<file path="config.mk">
export PLATFORM = sky130hd
export DESIGN_NAME = pmem_rd_ctrl
export DESIGN_NICKNAME = d
export VERILOG_FILES = /design/src/rtl/pmem_rd_pkg.sv /design/src/rtl/pmem_tcfg.sv /design/src/rtl/pmem_seq.sv /design/src/rtl/pmem_asm.sv /design/src/rtl/pmem_rd_ctrl.sv
export SDC_FILE = /design/constraint.sdc
export NUM_CORES = 1
export LEC_CHECK = 0
export ABC_CLOCK_PERIOD_IN_PS = 2300
export CAP_MARGIN = 25
export CELL_PAD_IN_SITES_DETAIL_PLACEMENT = 1
export CELL_PAD_IN_SITES_GLOBAL_PLACEMENT = 1
export CORE_ASPECT_RATIO = 2
export CORE_MARGIN = 1.5
export CORE_UTILIZATION = 34
export CTS_BUF_LIST = sky130_fd_sc_hd__clkbuf_8
export DETAILED_ROUTE_END_ITERATION = 8
export GPL_TIMING_DRIVEN = 0
export PLACE_DENSITY = 0.76
export SYNTH_ARGS = -nofsm -noshare
export SYNTH_HDL_FRONTEND = slang
export SYNTH_SLANG_ARGS = --single-unit
</file>
<file path="constraint.sdc">
create_clock -name clk -period 2.3 [get_ports clk]
set_input_delay 0.46 -clock clk [delete_from_list [all_inputs] [get_ports clk]]
set_output_delay 0.46 -clock clk [all_outputs]
set_load 0.1 [all_outputs]
</file>
<file path="src/rtl/pmem_rd_pkg.sv">
package pmem_rd_pkg;

  // Phase of the external read cycle
  typedef enum logic [1:0] {
    PH_IDLE   = 2'd0,
    PH_SETUP  = 2'd1,
    PH_ACCESS = 2'd2,
    PH_HOLD   = 2'd3
  } pmem_phase_e;

endpackage

</file>
<file path="src/rtl/pmem_tcfg.sv">
module pmem_tcfg #(
  parameter int CNT_W      = 5,
  parameter int DEF_SETUP  = 4,
  parameter int DEF_ACCESS = 15,
  parameter int DEF_HOLD   = 3
) (
  input  logic             clk,
  input  logic             rst_n,
  input  logic             idle,
  input  logic             cfg_load,
  input  logic [CNT_W-1:0] cfg_setup,
  input  logic [CNT_W-1:0] cfg_access,
  input  logic [CNT_W-1:0] cfg_hold,
  input  logic             cfg_rdy_en,
  output logic [CNT_W-1:0] setup_len,
  output logic [CNT_W-1:0] access_len,
  output logic [CNT_W-1:0] hold_len,
  output logic             rdy_en
);

  localparam logic [CNT_W-1:0] ONE = CNT_W'(1);

  logic [CNT_W-1:0] setup_q, setup_d;
  logic [CNT_W-1:0] access_q, access_d;
  logic [CNT_W-1:0] hold_q, hold_d;
  logic             rdy_en_q, rdy_en_d;
  logic             load_en;

  // new timing is accepted only between requests
  assign load_en = cfg_load & idle;

  always_comb begin
    setup_d  = setup_q;
    access_d = access_q;
    hold_d   = hold_q;
    rdy_en_d = rdy_en_q;
    if (load_en) begin
      setup_d  = cfg_setup;
      access_d = cfg_access;
      hold_d   = cfg_hold;
      rdy_en_d = cfg_rdy_en;
    end
  end

  always_ff @(posedge clk or negedge rst_n) begin
    if (!rst_n) begin
      setup_q  <= CNT_W'(DEF_SETUP);
      access_q <= CNT_W'(DEF_ACCESS);
      hold_q   <= CNT_W'(DEF_HOLD);
      rdy_en_q <= 1'b0;
    end else begin
      setup_q  <= setup_d;
      access_q <= access_d;
      hold_q   <= hold_d;
      rdy_en_q <= rdy_en_d;
    end
  end

  // a zero count is run as a single cycle
  assign setup_len  = (setup_q  == '0) ? ONE : setup_q;
  assign access_len = (access_q == '0) ? ONE : access_q;
  assign hold_len   = (hold_q   == '0) ? ONE : hold_q;
  assign rdy_en     = rdy_en_q;


  cfg_busy_hold_chk: assert property (@(posedge clk) disable iff (!rst_n)
    !idle |=> ($stable(setup_q) && $stable(access_q) && $stable(hold_q) && $stable(rdy_en_q)));

endmodule

</file>
<file path="src/rtl/pmem_seq.sv">
module pmem_seq
  import pmem_rd_pkg::*;
#(
  parameter int CNT_W = 5
) (
  input  logic             clk,
  input  logic             rst_n,
  input  logic             start,
  input  logic             two_beat_in,
  input  logic [CNT_W-1:0] setup_len,
  input  logic [CNT_W-1:0] access_len,
  input  logic [CNT_W-1:0] hold_len,
  input  logic             rdy_en,
  input  logic             mem_rdy,
  output pmem_phase_e      phase,
  output logic             beat,
  output logic             cap,
  output logic             next_beat,
  output logic             finish,
  output logic             cs_n,
  output logic             oe_n
);

  localparam logic [CNT_W-1:0] ONE = CNT_W'(1);

  pmem_phase_e      ph_q, ph_d;
  logic [CNT_W-1:0] cnt_q, cnt_d;
  logic             beat_q, beat_d;
  logic             two_q, two_d;
  logic             cs_n_q, oe_n_q;

  always_comb begin
    ph_d      = ph_q;
    cnt_d     = cnt_q;
    beat_d    = beat_q;
    two_d     = two_q;
    cap       = 1'b0;
    next_beat = 1'b0;
    finish    = 1'b0;
    unique case (ph_q)
      PH_IDLE: begin
        if (start) begin
          ph_d   = PH_SETUP;
          cnt_d  = ONE;
          beat_d = 1'b0;
          two_d  = two_beat_in;
        end
      end
      PH_SETUP: begin
        if (cnt_q >= setup_len) begin
          ph_d  = PH_ACCESS;
          cnt_d = ONE;
        end else begin
          cnt_d = cnt_q + ONE;
        end
      end
      PH_ACCESS: begin
        if (cnt_q >= access_len) begin
          // minimum met: finish unless the memory holds us off
          if (!rdy_en || mem_rdy) begin
            cap   = 1'b1;
            ph_d  = PH_HOLD;
            cnt_d = ONE;
          end
        end else begin
          cnt_d = cnt_q + ONE;
        end
      end
      PH_HOLD: begin
        if (cnt_q >= hold_len) begin
          if (two_q && !beat_q) begin
            next_beat = 1'b1;
            beat_d    = 1'b1;
            ph_d      = PH_SETUP;
            cnt_d     = ONE;
          end else begin
            finish = 1'b1;
            ph_d   = PH_IDLE;
          end
        end else begin
          cnt_d = cnt_q + ONE;
        end
      end
      default: ph_d = PH_IDLE;
    endcase
  end

  always_ff @(posedge clk or negedge rst_n) begin
    if (!rst_n) begin
      ph_q   <= PH_IDLE;
      cnt_q  <= '0;
      beat_q <= 1'b0;
      two_q  <= 1'b0;
      cs_n_q <= 1'b1;
      oe_n_q <= 1'b1;
    end else begin
      ph_q   <= ph_d;
      cnt_q  <= cnt_d;
      beat_q <= beat_d;
      two_q  <= two_d;
      cs_n_q <= (ph_d == PH_IDLE);
      oe_n_q <= (ph_d != PH_ACCESS);
    end
  end

  assign phase = ph_q;
  assign beat  = beat_q;
  assign cs_n  = cs_n_q;
  assign oe_n  = oe_n_q;


  rdy_stretch_chk: assert property (@(posedge clk) disable iff (!rst_n)
    (ph_q == PH_ACCESS && rdy_en && !mem_rdy) |=> (ph_q == PH_ACCESS));


  rdy_ignored_chk: assert property (@(posedge clk) disable iff (!rst_n)
    (ph_q == PH_ACCESS && !rdy_en && cnt_q >= access_len) |=> (ph_q == PH_HOLD));


  access_min_chk: assert property (@(posedge clk) disable iff (!rst_n)
    (ph_q == PH_ACCESS && cnt_q < access_len) |=> (ph_q == PH_ACCESS));

endmodule

</file>
<file path="src/rtl/pmem_asm.sv">
module pmem_asm #(
  parameter int          AW        = 32,
  parameter int          DW        = 16,
  parameter logic [AW-1:0] BOOT_ADDR = 32'h2000_0000
) (
  input  logic          clk,
  input  logic          rst_n,
  input  logic          start,
  input  logic [AW-1:0] req_addr,
  input  logic          req_boot,
  input  logic          req_bus8,
  input  logic          req_word,
  input  logic          cap,
  input  logic          next_beat,
  input  logic          finish,
  input  logic          beat,
  input  logic [DW-1:0] mem_dq,
  output logic [AW-1:0] mem_addr,
  output logic          rd_valid,
  output logic [DW-1:0] rd_data
);

  localparam int BW = DW / 2;

  logic [AW-1:0] addr_q, addr_d;
  logic          bus8_q, bus8_d;
  logic          word_q, word_d;
  logic [BW-1:0] lo_q, lo_d;
  logic [BW-1:0] hi_q, hi_d;
  logic          valid_q;

  always_comb begin
    addr_d = addr_q;
    bus8_d = bus8_q;
    word_d = word_q;
    if (start) begin
      addr_d = req_boot ? BOOT_ADDR : req_addr;
      bus8_d = req_bus8;
      word_d = req_word;
    end else if (next_beat) begin
      addr_d = addr_q + AW'(1);
    end
  end

  always_comb begin
    lo_d = lo_q;
    hi_d = hi_q;
    if (cap) begin
      if (!beat) begin
        lo_d = mem_dq[BW-1:0];
        hi_d = (!bus8_q && word_q) ? mem_dq[DW-1:BW] : '0;
      end else begin
        hi_d = mem_dq[BW-1:0];
      end
    end
  end

  always_ff @(posedge clk or negedge rst_n) begin
    if (!rst_n) begin
      addr_q  <= '0;
      bus8_q  <= 1'b0;
      word_q  <= 1'b0;
      lo_q    <= '0;
      hi_q    <= '0;
      valid_q <= 1'b0;
    end else begin
      addr_q  <= addr_d;
      bus8_q  <= bus8_d;
      word_q  <= word_d;
      lo_q    <= lo_d;
      hi_q    <= hi_d;
      valid_q <= finish;
    end
  end

  assign mem_addr = addr_q;
  assign rd_valid = valid_q;
  assign rd_data  = {hi_q, lo_q};


  valid_pulse_chk: assert property (@(posedge clk) disable iff (!rst_n)
    rd_valid |=> !rd_valid);


  beat_addr_step_chk: assert property (@(posedge clk) disable iff (!rst_n)
    next_beat |=> (mem_addr == $past(mem_addr) + AW'(1)));


  data_steady_chk: assert property (@(posedge clk) disable iff (!rst_n)
    finish |=> $stable(rd_data));

endmodule

</file>
<file path="src/rtl/pmem_rd_ctrl.sv">
module pmem_rd_ctrl
  import pmem_rd_pkg::*;
#(
  parameter int            AW         = 32,
  parameter int            DW         = 16,
  parameter int            CNT_W      = 5,
  parameter int            DEF_SETUP  = 4,
  parameter int            DEF_ACCESS = 15,
  parameter int            DEF_HOLD   = 3,
  parameter logic [AW-1:0] BOOT_ADDR  = 32'h2000_0000
) (
  input  logic             clk,
  input  logic             rst_n,
  input  logic             cfg_load,
  input  logic [CNT_W-1:0] cfg_setup,
  input  logic [CNT_W-1:0] cfg_access,
  input  logic [CNT_W-1:0] cfg_hold,
  input  logic             cfg_rdy_en,
  input  logic             req_valid,
  output logic             req_ready,
  input  logic [AW-1:0]    req_addr,
  input  logic             req_boot,
  input  logic             req_bus8,
  input  logic             req_word,
  output logic             rd_valid,
  output logic [DW-1:0]    rd_data,
  output logic             mem_cs_n,
  output logic             mem_oe_n,
  output logic [AW-1:0]    mem_addr,
  input  logic [DW-1:0]    mem_dq,
  input  logic             mem_rdy
);

  localparam int SYNC_N = 2;

  logic [SYNC_N-1:0] rst_pipe;
  logic              srst_n;

  // asynchronous assert, synchronous release
  always_ff @(posedge clk or negedge rst_n) begin
    if (!rst_n) rst_pipe <= '0;
    else        rst_pipe <= {rst_pipe[SYNC_N-2:0], 1'b1};
  end
  assign srst_n = rst_pipe[SYNC_N-1];

  pmem_phase_e      phase;
  logic             beat, cap, next_beat, finish, start, idle;
  logic [CNT_W-1:0] setup_len, access_len, hold_len;
  logic             rdy_en;

  assign idle      = (phase == PH_IDLE);
  assign req_ready = idle;
  assign start     = req_valid & idle;

  pmem_tcfg #(
    .CNT_W(CNT_W), .DEF_SETUP(DEF_SETUP), .DEF_ACCESS(DEF_ACCESS), .DEF_HOLD(DEF_HOLD)
  ) u_tcfg (
    .clk(clk), .rst_n(srst_n), .idle(idle), .cfg_load(cfg_load),
    .cfg_setup(cfg_setup), .cfg_access(cfg_access), .cfg_hold(cfg_hold),
    .cfg_rdy_en(cfg_rdy_en), .setup_len(setup_len), .access_len(access_len),
    .hold_len(hold_len), .rdy_en(rdy_en)
  );

  pmem_seq #(.CNT_W(CNT_W)) u_seq (
    .clk(clk), .rst_n(srst_n), .start(start), .two_beat_in(req_bus8 & req_word),
    .setup_len(setup_len), .access_len(access_len), .hold_len(hold_len),
    .rdy_en(rdy_en), .mem_rdy(mem_rdy), .phase(phase), .beat(beat), .cap(cap),
    .next_beat(next_beat), .finish(finish), .cs_n(mem_cs_n), .oe_n(mem_oe_n)
  );

  pmem_asm #(.AW(AW), .DW(DW), .BOOT_ADDR(BOOT_ADDR)) u_asm (
    .clk(clk), .rst_n(srst_n), .start(start), .req_addr(req_addr),
    .req_boot(req_boot), .req_bus8(req_bus8), .req_word(req_word), .cap(cap),
    .next_beat(next_beat), .finish(finish), .beat(beat), .mem_dq(mem_dq),
    .mem_addr(mem_addr), .rd_valid(rd_valid), .rd_data(rd_data)
  );


  accept_cs_chk: assert property (@(posedge clk) disable iff (!srst_n)
    $fell(mem_cs_n) |-> $past(req_valid && req_ready));


  busy_ready_chk: assert property (@(posedge clk) disable iff (!srst_n)
    !mem_cs_n |-> !req_ready);


  oe_in_cs_chk: assert property (@(posedge clk) disable iff (!srst_n)
    !mem_oe_n |-> !mem_cs_n);


  addr_hold_chk: assert property (@(posedge clk) disable iff (!srst_n)
    (!mem_oe_n && $past(!mem_oe_n)) |-> $stable(mem_addr));

endmodule

</file>
==> flow_summary_export.csv, run 1 <==
group,metric,value,unit
cells_and_area,area_growth,56.0,%
critical_path,endpoint_kind,"register",
yosys,ys.flop_type,"dfrtp_1",
timing,worst_slack,-213,ps
routing,drtIter0Drc,134,
timing,post-route-min-period,2510,ps
cells_and_area,fill_cells,1388,
cells_and_area,fin_util,0.541,
place,dp_cells,727,
yosys,synth_edf_count,0,
yosys,yosysTopAreaCellShare,0.408,
yosys,synth.area.top_cells,"dfrtp_1, dfstp_2, o21ai_0",
critical_path,critical_path.top_delay_family,"simple AND/OR/NAND/NOR gates",
critical_path,critPathMaxStageDelay,530,ps
timing,worst_slew_margin_rel,0.248,
yosys,post_synth_mux_area_share,0.0333,
critical_path,cp_slowest_cell,"dfstp_2",
cells_and_area,post-route-cell-area,0.00679,mm2
power,powerDensity,1620,mW/mm2
routing,routedWlPerCell,20.3,um
power,ir_drop,1.22,mV
clock_network,clk_path_buf_depth,2,
routing,drc,0,
power,power_frac_comb,0.647,
floorplan,dieHeight,163,um
floorplan,rows,58,
timing,skew,14.4,ps
routing,viasPerCell,5.49,
clock_network,clock_sinks,80,
yosys,synth_nets,542,
yosys,ys_seq_area_frac,0.462,
timing,period_share,1.09,
routing,dr.pass1.iters,5,
grt,antenna_found_initial,0,
power,leakage,3.11,nW
floorplan,dieArea,0.0135,mm2
clock_network,cts.clk_slew.worst_paths,80,ps
routing,vias,4242,
yosys,synth_fa_ha_area_frac,0.0488,
power,clockPowerShare,0.106,
yosys,synthDistinctLibCells,59,
yosys,syn_area,0.00436,mm2
cells_and_area,multi_input_comb_area,0.00264,mm2
floorplan,pin_count,124,
yosys,synth_top_family_by_area,"simple AND/OR/NAND/NOR gates",
clock_network,cts_max_level,3,
yosys,synth-seq-cells,80,
power,p_int,4.85,mW
power,p_switching,6.18,mW
yosys,synth_compound_area_frac,0.147,
place,dp_slack,-469,ps
grt,track_usage,0.226,
yosys,synth_async_sr_flop_share,1.00,
grt,first_global_vias,4592,
outcome,violations,"negative setup slack",
power,total_power,11.0,mW
yosys,postSynthAreaPerCell,9.61,um2
routing,ant_nets,0,
timing,hold_violations,0,
timing,rsz0062_at_grt,"true",
cells_and_area,final-seq-area,0.00204,mm2
timing,fmax,398,MHz
cells_and_area,nets,706,
yosys,synth.most_common_cell,"dfrtp_1",
routing,wl,15700,um
grt,grt_pass1_wl,23900,um
critical_path,worst-path-stages,9,
clock_network,cts_root_buf,"clkbuf_8",
place,placed_area,0.00587,mm2
grt,gr-total-overflow,0,
power,p_sw_frac,0.560,
clock_network,clock_insertion_delay_worst_skew,370,ps
min_path,hold_path.class,"in -> async",
cells_and_area,drive_above_1_share,0.240,
critical_path,cp_max_fo,8,
yosys,synth_top_area_cell,"dfrtp_1",
critical_path,critPathBufInv,1,
clock_network,cts-buffers-inserted,9,
critical_path,ff2ff_path_depth,9,
floorplan,dieWidth,83.0,um
grt,grt_start_max_net_pins,54,
critical_path,required,2560,ps
yosys,yosysWarnings,0,
yosys,synthTopCellsByCount,"dfrtp_1, nand2_1, o21ai_0, nand3_1, a21oi_1",
floorplan,start_util,0.347,
run,maxCapViolations,0,
clock_network,hold_buffers,0,
place,dpl.hpwl,10900,um
critical_path,critical_path_class,"reg -> reg",
timing,setup_viol,39,
outcome,status,"finished, violations left",
place,globalplace.congestion,0.861,
critical_path,critical_path_arrival,2770,ps
timing,worstMarginPinSlew,1130,ps
critical_path,crit_chain,"inv_2, a41o_1, ha_4, nor2b_4, o21ai_2, a21oi_2, or3b_4, nor2_8, mux2_4",
yosys,synth_xor_area_frac,0.0543,
cells_and_area,diodes,0,
yosys,synth_simple_gate_area_frac,0.211,
yosys,synthCells,453,
floorplan,coreArea,0.0126,mm2
clock_network,cts_tree,"built",
critical_path,critPathLaunchType,"register",
place,io_buffers,123,
cells_and_area,final_cells,772,
power,seq_power_share,0.247,
timing,maxSlewViolCount,0,
cells by family after synthesis:
family                     after synthesis
muxes                                   13
and+or+nand+nor                        164
AOI/OAI and AO/OA                      107
buffers and inverters                   44
DFF                                     80
adders and majority gates               17
other                                    1
xor gates and xnor gates                27
registers in the layout, summed over array words and instances (netlist names):
name             cells
u_asm.mem_addr      32
u_asm.hi_q           8
u_asm.lo_q           8
u_seq.cnt_q          5
u_tcfg.access_q      5
u_tcfg.hold_q        5
u_tcfg.setup_q       5
rst_pipe             2
u_seq.phase          2
u_asm.bus8_q         1
u_asm.rd_valid       1
u_asm.word_q         1
u_seq.beat           1
u_seq.cs_n           1
u_seq.oe_n           1
u_seq.two_q          1
u_tcfg.rdy_en        1
metal layers:
layer  GRT usage  share of wire  vias to the layer above  wire length (um)
li1            -              -                     1954                 -
met1       0.226           0.36                     2150              5660
met2       0.449           0.58                      108              9100
met3      0.0349          0.026                       30               409
met4      0.0985          0.031                        0               492
met5           0              0                        -                 0
final cells by class:
cell class	instances	area share
multi-input cells	329	0.388
flip-flops and latches	80	0.300
repair buffers	155	0.222
well taps	150	0.0276
plain buffers	24	0.0208
clock buffers	10	0.0203
clock inverters	6	0.0114
inverters	18	0.00995
per-stage QoR:
step / hold slack (ps) / TNS [ps]
after global routing: 235 / -7120
after floorplan: 164 / -888
after detailed placement: 257 / -9470
after global placement: 337 / -7310
final: 243 / -3490
after CTS: 231 / -3090
final timing paths:
path                       slack [ps]            end                from
max                              -210  u_asm.lo_q[6]  u_tcfg.access_q[2]
min                               240    rst_pipe[1]               rst_n
max reg2reg                      -210  u_asm.lo_q[6]  u_tcfg.access_q[2]
min reg2reg                       240  u_asm.lo_q[5]         rst_pipe[1]
max in group asynchronous        1380     u_seq.oe_n         rst_pipe[1]
min in group clk                  360    rst_pipe[1]         rst_pipe[0]
repair_timing:
item	in CTS	in global routing
pin swaps	17	47
endpoints found under the setup margin	97	48
gates resized for setup	119	54
cloned	1	0
buffers inserted	13	17
layout by cell type (no fill, tap or decap), drive strengths merged, types with 5 or more instances in the layout:
cell type / count
nor2b: 5
dlygate4sd2: 51
and3: 8
clkbuf: 29
a21o: 5
nor2: 13
nor3: 5
o21ai: 48
nand3: 34
dfrtp: 71
mux2: 12
clkdlybuf4s50: 71
ha: 17
a22oi: 8
buf: 37
xnor2: 23
nand4: 7
inv: 20
dfstp: 9
nand2: 51
nor4: 22
a21oi: 27
power by group through the flow:
| stage | clock, mW | sequential [mW] | combinational (mW) |
|---|---|---|---|
| 5_1_grt | 1.25 | 2.81 | 7.52 |
| 6_report | 1.17 | 2.72 | 7.14 |
| 4_1_cts | 1.20 | 2.71 | 6.68 |
| 2_1_floorplan | 0 | 5.42 | 1.95 |
| 3_5_place_dp | 0 | 2.74 | 6.36 |
| 3_3_place_gp | 0 | 2.72 | 6.19 |
No activity file was read; power rests on OpenSTA's default activity.
==> run 2, diff against run 1 <==
--- a/config.mk
+++ b/config.mk
@@ -15,7 +15,7 @@
 export CTS_BUF_LIST = sky130_fd_sc_hd__clkbuf_8
 export DETAILED_ROUTE_END_ITERATION = 8
 export GPL_TIMING_DRIVEN = 0
-export PLACE_DENSITY = 0.76
+export PLACE_DENSITY_LB_ADDON = 0.1
 export SYNTH_ARGS = -nofsm -noshare
 export SYNTH_HDL_FRONTEND = slang
 export SYNTH_SLANG_ARGS = --single-unit
==> run 2 against run 1 <==
The run still ends with negative setup slack left; critical path type unchanged; non-clock buffer count up 3; worst hold slack worse by 53 ps; clock-buffer cell count down 1; largest cell class unchanged; first-iteration DRC count down 13%.
==> flow_summary_export.csv, run 2 (synthesis results as in run 1) <==
group,metric,value,unit
outcome,status,"finished, violations left",
outcome,violations,"negative setup slack",
cells_and_area,area_growth,58.6,%
power,p_sw_frac,0.560,
power,powerDensity,1600,mW/mm2
power,total_power,11.0,mW
routing,ant_nets,0,
grt,antenna_found_initial,0,
critical_path,critical_path_arrival,2730,ps
clock_network,cts.clk_slew.worst_paths,90,ps
clock_network,cts_max_level,3,
floorplan,pin_count,124,
grt,track_usage,0.232,
floorplan,coreArea,0.0126,mm2
routing,viasPerCell,5.40,
cells_and_area,final-seq-area,0.00203,mm2
power,p_switching,6.18,mW
cells_and_area,diodes,0,
floorplan,dieArea,0.0135,mm2
clock_network,clk_path_buf_depth,2,
power,power_frac_comb,0.647,
clock_network,hold_buffers,0,
clock_network,clock_sinks,80,
critical_path,endpoint_kind,"register",
cells_and_area,nets,709,
timing,worst_slew_margin_rel,0.313,
timing,period_share,1.08,
timing,post-route-min-period,2480,ps
floorplan,rows,58,
power,ir_drop,0.985,mV
grt,first_global_vias,4837,
critical_path,critPathLaunchType,"register",
clock_network,clock_insertion_delay_worst_skew,360,ps
routing,drtIter0Drc,117,
grt,grt_pass1_wl,24700,um
clock_network,cts_root_buf,"clkbuf_8",
timing,fmax,403,MHz
cells_and_area,layout_commonest_cell,"clkdlybuf4s50_1",
place,globalplace.congestion,0.788,
cells_and_area,multi_input_comb_area,0.00269,mm2
power,p_int,4.86,mW
run,maxCapViolations,0,
cells_and_area,post-route-cell-area,0.00691,mm2
power,seq_power_share,0.246,
timing,worst_slack,-183,ps
clock_network,cts-buffers-inserted,9,
routing,vias,4186,
critical_path,critical_path_class,"reg -> reg",
critical_path,required,2550,ps
cells_and_area,fin_util,0.550,
place,dpl.hpwl,11100,um
timing,hold_ws,189,ps
timing,finalSetupTns,-2650,ps
floorplan,dieWidth,83.0,um
routing,routedWlPerCell,19.9,um
grt,gr-total-overflow,0,
timing,rsz0062_at_grt,"true",
floorplan,dieHeight,163,um
min_path,hold_path.class,"reg -> async",
timing,setup_viol,34,
place,dp_slack,-482,ps
timing,maxSlewViolCount,0,
cells_and_area,fill_cells,1383,
timing,hold_violations,0,
routing,wl,15400,um
cells_and_area,largest_reg_flops,32,
place,dp_cells,727,
power,clockPowerShare,0.107,
timing,skew,12.0,ps
timing,worstMarginPinSlew,1030,ps
clock_network,cts_tree,"built",
routing,drc,0,
floorplan,start_util,0.347,
routing,dr.pass1.iters,4,
grt,grt_start_max_net_pins,67,
cells_and_area,drive_above_1_share,0.261,
place,io_buffers,123,
place,placed_area,0.00587,mm2
critical_path,cp_max_fo,8,
power,leakage,3.20,nW
cells_and_area,layout_common_cells,"clkdlybuf4s50_1, dfrtp_1, dlygate4sd2_1",
cells_and_area,final_cells,775,
-- run 2: power by group through the flow --
stage	sequential (mW)	clock, mW	combinational, mW
3_5_place_dp	2.73	0	6.37
6_report	2.72	1.19	7.14
4_1_cts	2.70	1.22	6.90
5_1_grt	2.81	1.26	7.54
3_3_place_gp	2.72	0	6.21
2_1_floorplan	5.42	0	1.95
-- run 2: path summary, 6_finish.rpt --
kind	cells after the start	slack (ps)	to	start
min in group clk	0	380	rst_pipe[1]	rst_pipe[0]
hold / removal	0	190	u_asm.mem_addr[31]	rst_pipe[1]
max in group asynchronous	1	1440	u_tcfg.access_q[2]	rst_pipe[1]
hold reg to reg	0	190	u_asm.mem_addr[31]	rst_pipe[1]
setup / recovery	9	-180	u_asm.lo_q[4]	u_tcfg.access_q[2]
setup reg to reg	9	-180	u_asm.lo_q[4]	u_tcfg.access_q[2]
-- run 2: worst max-delay path, stage by stage (launching register included) --
cell	delay, ps
dfstp_2	540
inv_2	40
a41o_1	220
ha_1	280
nor2b_2	40
o21ai_2	170
a21oi_2	80
or3b_4	430
nor2_8	260
mux2_4	330
-- run 2: cell type report --
class | instances | area share
sequential | 80 | 0.295
clock inverter | 7 | 0.0139
timing repair buffer | 157 | 0.222
multi-input combinational | 329 | 0.390
inverter | 18 | 0.00978
buffer | 25 | 0.0245
clock buffer | 9 | 0.0179
tap | 150 | 0.0272
-- run 2: per-layer routing --
metal | GRT usage | wire [um] | vias up
met5 | 0 | 0 | -
met4 | 0.123 | 538 | 0
met3 | 0.0323 | 430 | 37
met2 | 0.462 | 9140 | 103
met1 | 0.224 | 5270 | 2087
li1 | - | - | 1959
-- run 2: repair_timing --
action / in CTS / in global routing
cloned: 1 / 1
setup buffers: 25 / 9
endpoints found under the setup margin: 98 / 51
resized for setup: 146 / 44
pin swaps: 50 / 40
==> run 3, diff against run 2 <==
--- a/config.mk
+++ b/config.mk
@@ -5,7 +5,7 @@
 export SDC_FILE = /design/constraint.sdc
 export NUM_CORES = 1
 export LEC_CHECK = 0
-export ABC_CLOCK_PERIOD_IN_PS = 2300
+export ABC_CLOCK_PERIOD_IN_PS = 2000
 export CAP_MARGIN = 25
 export CELL_PAD_IN_SITES_DETAIL_PLACEMENT = 1
 export CELL_PAD_IN_SITES_GLOBAL_PLACEMENT = 1
==> constraint.sdc (replaced) <==
create_clock -name clk -period 2 [get_ports clk]
set_input_delay 0.4 -clock clk [delete_from_list [all_inputs] [get_ports clk]]
set_output_delay 0.4 -clock clk [all_outputs]
set_load 0.1 [all_outputs]
==> run 3 against run 2 <==
The flow still finishes with violations (negative setup slack); via count up 1.7%; clock power up 8%; clock-buffer cell count up 1; largest power group unchanged; highest routed layer unchanged.
==> flow_summary_export.csv, run 3 (synthesis results as in run 1) <==
group,metric,value,unit
power,powerDensity,1860,mW/mm2
routing,viasPerCell,5.45,
floorplan,rows,58,
grt,grt_start_max_net_pins,45,
floorplan,start_util,0.347,
power,ir_drop,1.17,mV
routing,ant_nets,0,
critical_path,critPathLaunchType,"register",
floorplan,dieHeight,163,um
cells_and_area,nets,716,
clock_network,clock_sinks,80,
clock_network,cts_root_buf,"clkbuf_8",
clock_network,clk_path_buf_depth,2,
power,total_power,13.6,mW
timing,post-route-min-period,2530,ps
timing,hold_ws,174,ps
routing,wl,16400,um
clock_network,cts_max_level,3,
place,dpl.hpwl,11500,um
critical_path,critical_path_arrival,2780,ps
power,leakage,3.15,nW
timing,period_share,1.26,
timing,worst_slew_margin_rel,0.346,
routing,drtIter0Drc,125,
timing,worstMarginPinSlew,984,ps
timing,setup_viol,57,
timing,rsz0062_at_grt,"true",
grt,track_usage,0.244,
critical_path,cp_max_fo,8,
timing,worst_slack,-526,ps
outcome,violations,"negative setup slack",
timing,hold_violations,0,
timing,skew,13.8,ps
grt,antenna_found_initial,0,
clock_network,cts-buffers-inserted,9,
routing,drc,0,
grt,first_global_vias,4806,
floorplan,coreArea,0.0126,mm2
cells_and_area,drive_above_1_share,0.396,
clock_network,cts.clk_slew.worst_paths,90,ps
place,globalplace.congestion,0.821,
clock_network,cts_tree,"built",
grt,gr-total-overflow,0,
cells_and_area,layout_commonest_cell,"clkdlybuf4s50_1",
place,io_buffers,123,
cells_and_area,fill_cells,1347,
critical_path,required,2250,ps
critical_path,ff2ff_path_depth,9,
timing,maxSlewViolCount,0,
critical_path,critical_path_class,"reg -> reg",
cells_and_area,diodes,0,
grt,grt_pass1_wl,25700,um
critical_path,reg2reg_from,"u_tcfg.access_q[3]",
floorplan,dieArea,0.0135,mm2
floorplan,pin_count,124,
timing,fmax,396,MHz
cells_and_area,layout_common_cells,"clkdlybuf4s50_1, nand2_1, dfrtp_1",
run,maxCapViolations,0,
routing,routedWlPerCell,21.0,um
floorplan,dieWidth,83.0,um
clock_network,hold_buffers,0,
clock_network,clock_insertion_delay_worst_skew,380,ps
min_path,hold_path.class,"in -> async",
outcome,status,"finished, violations left",
critical_path,endpoint_kind,"register",
cells_and_area,largest_reg_flops,32,
routing,dr.pass1.iters,4,
critical_path,r2r-end,"u_asm.lo_q[6]",
cells_and_area,area_growth,67.8,%
critical_path,ff2ff_setup_slack,-530,ps
routing,vias,4259,
## run 3: cell types whose count changed in the layout (fill, tap and decap cells not counted), moves of 4 or more
cell / change
dlygate4sd2_1: -49
clkdlybuf4s15_2: +34
buf_6: +16
dfrtp_4: +14
dfrtp_1: -13
buf_4: -8
clkbuf_2: +8
clkdlybuf4s15_1: +8
clkbuf_1: -5
nand2_4: -5
o21ai_0: -4
o21ai_1: +4
## run 3: power breakdown
| group | internal [mW] | switching (mW) | total [mW] |
|---|---|---|---|
| clock | 0.616 | 0.677 | 1.29 |
| sequential | 2.50 | 0.771 | 3.27 |
| combinational | 2.97 | 6.08 | 9.05 |
## run 3: cell type report
class | instances | area [um2] | area share
clock buffer | 10 | 138 | 0.0188
inverter | 18 | 67.6 | 0.00925
sequential | 80 | 2090 | 0.285
buffer | 23 | 154 | 0.0211
tap | 150 | 188 | 0.0257
timing repair buffer | 166 | 1750 | 0.239
clock inverter | 6 | 67.6 | 0.00925
multi-input combinational | 329 | 2860 | 0.391
## run 3: worst max-delay path: stages, from the launching register on
cell and delay, ps:
dfstp_2 540, inv_2 40, a41o_1 210, ha_1 310
nor2b_4 50, o21ai_4 150, a21oi_2 80, or3b_4 420
nor2_8 250, mux2_4 340
## run 3: how the worst max path moves through the flow
stage	from	to	slack [ps]	cells after the start
floorplan	u_tcfg.access_q[2]	u_asm.lo_q[0]	-410	10
global placement	u_tcfg.access_q[3]	u_asm.lo_q[2]	-670	10
detailed placement	u_tcfg.access_q[3]	u_asm.lo_q[6]	-750	10
CTS	u_tcfg.access_q[2]	u_asm.lo_q[6]	-540	9
global route	u_tcfg.access_q[3]	u_asm.lo_q[6]	-590	9
finish	u_tcfg.access_q[3]	u_asm.lo_q[6]	-530	9
## run 3: routing by layer
layer  share of wire  track usage  wire, um
met1            0.34        0.238      5540
met2            0.61        0.492      9980
met3           0.026       0.0288       425
met4           0.029        0.119       480
met5               0            0         0
## run 3: through the flow
step / area, um2 / utilization / setup slack (ps) / TNS [ps] / instances
3_3_place_gp: 6230 / 0.496 / -674 / -24350 / 726
2_1_floorplan: 4810 / - / -414 / -9080 / 453
3_5_place_dp: 6290 / 0.501 / -745 / -24050 / 729
5_1_grt: 7310 / 0.582 / -590 / -23010 / 782
4_1_cts: 7050 / 0.562 / -539 / -19150 / 773
6_report: 7310 / 0.582 / -526 / -18480 / 782
## run 3: what timing repair did
action | 4_1_cts | 5_1_grt
setup endpoints to repair | 108 | 81
resized for setup | 216 | 76
buffers inserted | 28 | 19
pin swaps | 42 | 53
cloned | 2 | 0
